==> config.mk <==
export PLATFORM = sky130hd
export DESIGN_NAME = bank_snoop_latch
export DESIGN_NICKNAME = d
export VERILOG_FILES = /design/src/rtl/bank_snoop_latch.sv
export SDC_FILE = /design/constraint.sdc
export NUM_CORES = 1
export LEC_CHECK = 0
export BUFFER_PORTS_ARGS = -buffer_cell sky130_fd_sc_hd__buf_2
export CAP_MARGIN = 20
export CORE_MARGIN = 2
export CORE_UTILIZATION = 44
export CTS_BUF_LIST = sky130_fd_sc_hd__clkbuf_16
export DETAILED_ROUTE_END_ITERATION = 12
export GPL_TIMING_DRIVEN = 1
export MAX_ROUTING_LAYER = met4
export PLACE_DENSITY = 0.8
export SYNTH_ARGS = -nofsm -noshare
export SYNTH_HDL_FRONTEND = slang
export SYNTH_SLANG_ARGS = --single-unit
==> constraint.sdc <==
create_clock -name clk -period 2.3 [get_ports clk]
set_clock_uncertainty 0.1 [all_clocks]
set_input_delay 0.69 -clock clk [delete_from_list [all_inputs] [get_ports clk]]
set_output_delay 0.69 -clock clk [all_outputs]
set_load 0.01 [all_outputs]
==> src/rtl/bank_snoop_latch.sv <==
module bank_snoop_latch #(
  parameter int          BANK_W = 6,
  parameter int          ADDR_W = 16,
  parameter int          DATA_W = 8,
  parameter logic [7:0]  OP_LO  = 8'h22,
  parameter logic [7:0]  OP_HI  = 8'h42
) (
  input  logic              clk,
  input  logic              rst_n,
  input  logic              sync,
  input  logic              rw,
  input  logic [15:0]       addr,
  input  logic [7:0]        data,
  output logic [5:0]        bank_out,
  output logic              banked
);

  localparam int TOP_BIT = ADDR_W - 1;
  localparam int WIN_BIT = ADDR_W - 2;

  logic              fetch;
  logic              hit_lo, hit_hi;
  logic              pend_lo_q, pend_hi_q;
  logic [BANK_W-1:0] bank_lo_q, bank_hi_q;

  assign fetch  = sync && rw;
  assign hit_lo = fetch && (data == OP_LO);
  assign hit_hi = fetch && (data == OP_HI);

  always_ff @(posedge clk) begin
    if (!rst_n) begin
      pend_lo_q <= 1'b0;
      pend_hi_q <= 1'b0;
    end else begin
      pend_lo_q <= hit_lo;
      pend_hi_q <= hit_hi;
    end
  end

  always_ff @(posedge clk) begin
    if (!rst_n) begin
      bank_lo_q <= '0;
      bank_hi_q <= '0;
    end else begin
      if (pend_lo_q) bank_lo_q <= data[BANK_W-1:0];
      if (pend_hi_q) bank_hi_q <= data[BANK_W-1:0];
    end
  end

  assign banked   = !addr[TOP_BIT];
  assign bank_out = !banked ? '0 : (addr[WIN_BIT] ? bank_hi_q : bank_lo_q);

  AST_ARM_LO: assert property (@(posedge clk) disable iff (!rst_n)
    (sync && rw && data == OP_LO) |=> pend_lo_q);
  AST_ARM_HI: assert property (@(posedge clk) disable iff (!rst_n)
    (sync && rw && data == OP_HI) |=> pend_hi_q);
  AST_LOAD_LO: assert property (@(posedge clk) disable iff (!rst_n)
    pend_lo_q |=> bank_lo_q == $past(data[BANK_W-1:0]));
  AST_LOAD_HI: assert property (@(posedge clk) disable iff (!rst_n)
    pend_hi_q |=> bank_hi_q == $past(data[BANK_W-1:0]));
  AST_HOLD_LO: assert property (@(posedge clk) disable iff (!rst_n)
    !pend_lo_q |=> $stable(bank_lo_q));
  AST_HOLD_HI: assert property (@(posedge clk) disable iff (!rst_n)
    !pend_hi_q |=> $stable(bank_hi_q));
  AST_ONE_ARM: assert property (@(posedge clk) disable iff (!rst_n)
    $onehot0({pend_lo_q, pend_hi_q}));

endmodule

==> out/summary.txt <==
Synthesized area = 624 sq um
Die W = 41.7 um
CP Buf/Inv Count = 2
CP delay by family, top = buffers and inverters
Status = complete, no violations
Post-route cell area = 803 sq um
Post-route setup TNS = 0 ns
HPWL after detailed placement = 852 um
Layout fillers = 120
GP Congestion = 0.729
CTS Buffer Depth = 2
PD cells = 743 mW/mm^2
Worst Setup End Kind = primary output
RSZ-0062 raised after global routing = no
Worst endpoint data arrival time = 1.29 ns
Die Y = 41.7 um
CP cell instances = buf_2, mux2i_1, nor2_1, buf_2
Switching part of the total = 18.3%
Worst-margin pin slew = 0.370 ns
Sw Pwr = 109 uW
Total Die Area = 0.00174 sq mm
DR vias/cell = 5.01
Fin crit share = 90.5%
Count of cell types in the netlist = 11
Crit-path max cell delay = 0.21 ns
Required time of the critical path = 1.51 ns
Detailed Routing Iterations Pass 1 = 2
Final WL = 1170 um
GRT Total Usage = 16.4%
Antenna diodes = 0
Maximum VDD drop = 0.468 mV
Slew HR = 75.3%
Layout cell share with drive strength beyond 1 = 29.6%
Syn avg cell area = 10.2 sq um
Max-slew violation count = 0
First DRT Iteration DRCs = 3
Reg power frac = 40.8%
Worst skew pair latency = 0.24 ns
CP startpoint kind = input port
Comb pwr share = 5.1%
Final hold viol count = 0
Drc violations = 0
Yosys top cell by area = dfxtp_1
Max_cap viols = 0
GRT overflow = 0
Commonest non-fill, non-tap cells in the layout = 20 x buf_2, 18 x mux2i_1, 14 x dfxtp_1
Synth Instances = 61
WL/cell = 12.1 um
Seq. cell area = 280 sq um
Fin worst setup slack = 0.219 ns
Setup bufs post-CTS = 0
CP most frequent cell = buf_2
Placed cell areas = 724 sq um
Min cycle time layout = 2.08 ns
Commonest non-fill, non-tap cell in the layout = buf_2
Critical path fanouts, max = 6
Core area = 0.00132 sq mm
Number of global-route vias before repair = 437
I/O Buffers = 20
Critical path class = in2out
Synth-to-layout area growth = 28.7%
Seq/Total Area, Yosys = 44.9%
Num ports = 35
Placement Setup Slack = 0.212 ns
Clock Sinks = 14
Slowest library cell on the worst path = buf_2
CTS tree = done
Post-route ant nets = 0
Lkg Pwr = 0.000322 uW
Via count = 481
Starting density of the core = 47.4%
Clock network power share = 54.1%
Area contributors post-synth = dfxtp_1 45%, mux2i_1 29%, nor2b_1 12%, nor2_1 3.6%, or4b_1 3.2%
Min Hold Slack = 0.412 ns
Area occupied by multi-input gates = 322 sq um
Hold-fix buffer count after cts = 0
Top cell type's share of synthesized area = 44.9%
First-pass GRT wire length = 2050 um
Clock transition at path regs = 0.04 ns
Peak Freq = 0.481 GHz
Flops & latches, synth = 14
Row count = 13
Hold WC Path Type = reg2reg
Largest net degree at the start of global routing = 14
Initial antenna violation count = 0
Int Power = 488 uW
Resized cells post-CTS = 0
Nets = 110
Syn Nets = 89
Clk root buf = clkbuf_16
Clock buffer count from CTS = 3
Final setup violation count = 0
Utilization after layout = 61.0%
H-tree depth = 1
Synth warn = 0
flip-flops by register name, summed over array words and instances, names as in the netlist:
signal     count
pend_hi_q      1
pend_lo_q      1
bank_hi_q      6
bank_lo_q      6
power by group through the flow:
stage          Clock [uW]  Combinational (uW)  Sequential (uW)
5_1_grt               348                33.4              243
6_report              323                30.2              244
2_1_floorplan           0                12.4              248
3_5_place_dp            0                30.5              248
4_1_cts               330                30.6              244
3_3_place_gp            0                30.0              248
through the flow:
step,total power [uW],std cells
detailed placement,279,92
CTS,605,96
finish,597,96
floorplan,260,61
global placement,278,92
global route,624,96
synth_stat cells:
library cell and number:
or3_2 1, buf_2 3, nor3_1 2, mux2i_1 18, inv_1 1, or4b_1 2, nor2_1 6, clkbuf_1 1
dfxtp_1 14, nand4_1 1, nor2b_1 12
routing by layer:
layer	global-route usage, %	wire length, um	vias up
li1	-	-	248
met1	19.9	538	224
met2	23.4	575	9
met3	7.83	52	0
met4	5.81	0	0
met5	-	0	-
worst reg2reg max path: cells and delay by family (launching register included):
family,cells,cell delay [ns]
multiplexers,1,0.24
flip-flops,1,0.54
AND/OR/NAND/NOR,1,0.06
area by class of cell:
class                      instances  share of cell area [%]
tap                               15                    2.34
inverter                           1                   0.467
multi-input combinational         42                    40.0
timing repair buffer              20                    12.5
clock inverter                     1                   0.467
sequential                        14                    34.9
clock buffer                       3                    9.35
cell families (layout without fill, tap and decap cells):
logic type	count (synthesis)	after routing	share of synthesized area (%)
buf+inv	5	25	3.61
flops	14	14	44.9
mux	18	18	28.9
simple gates	24	24	22.6
worst paths after layout:
kind                             start                         to  slack (ns)  depth (start not counted)
max                           addr[14]                bank_out[5]        0.22                          4
min          bank_lo_q[1]$_SDFFE_PN0P_  bank_lo_q[1]$_SDFFE_PN0P_        0.41                          2
max reg2reg       pend_lo_q$_SDFF_PN0_  bank_lo_q[3]$_SDFFE_PN0P_        1.26                          2
min reg2reg  bank_lo_q[1]$_SDFFE_PN0P_  bank_lo_q[1]$_SDFFE_PN0P_        0.41                          2
Power figures use the tool's default switching activity.
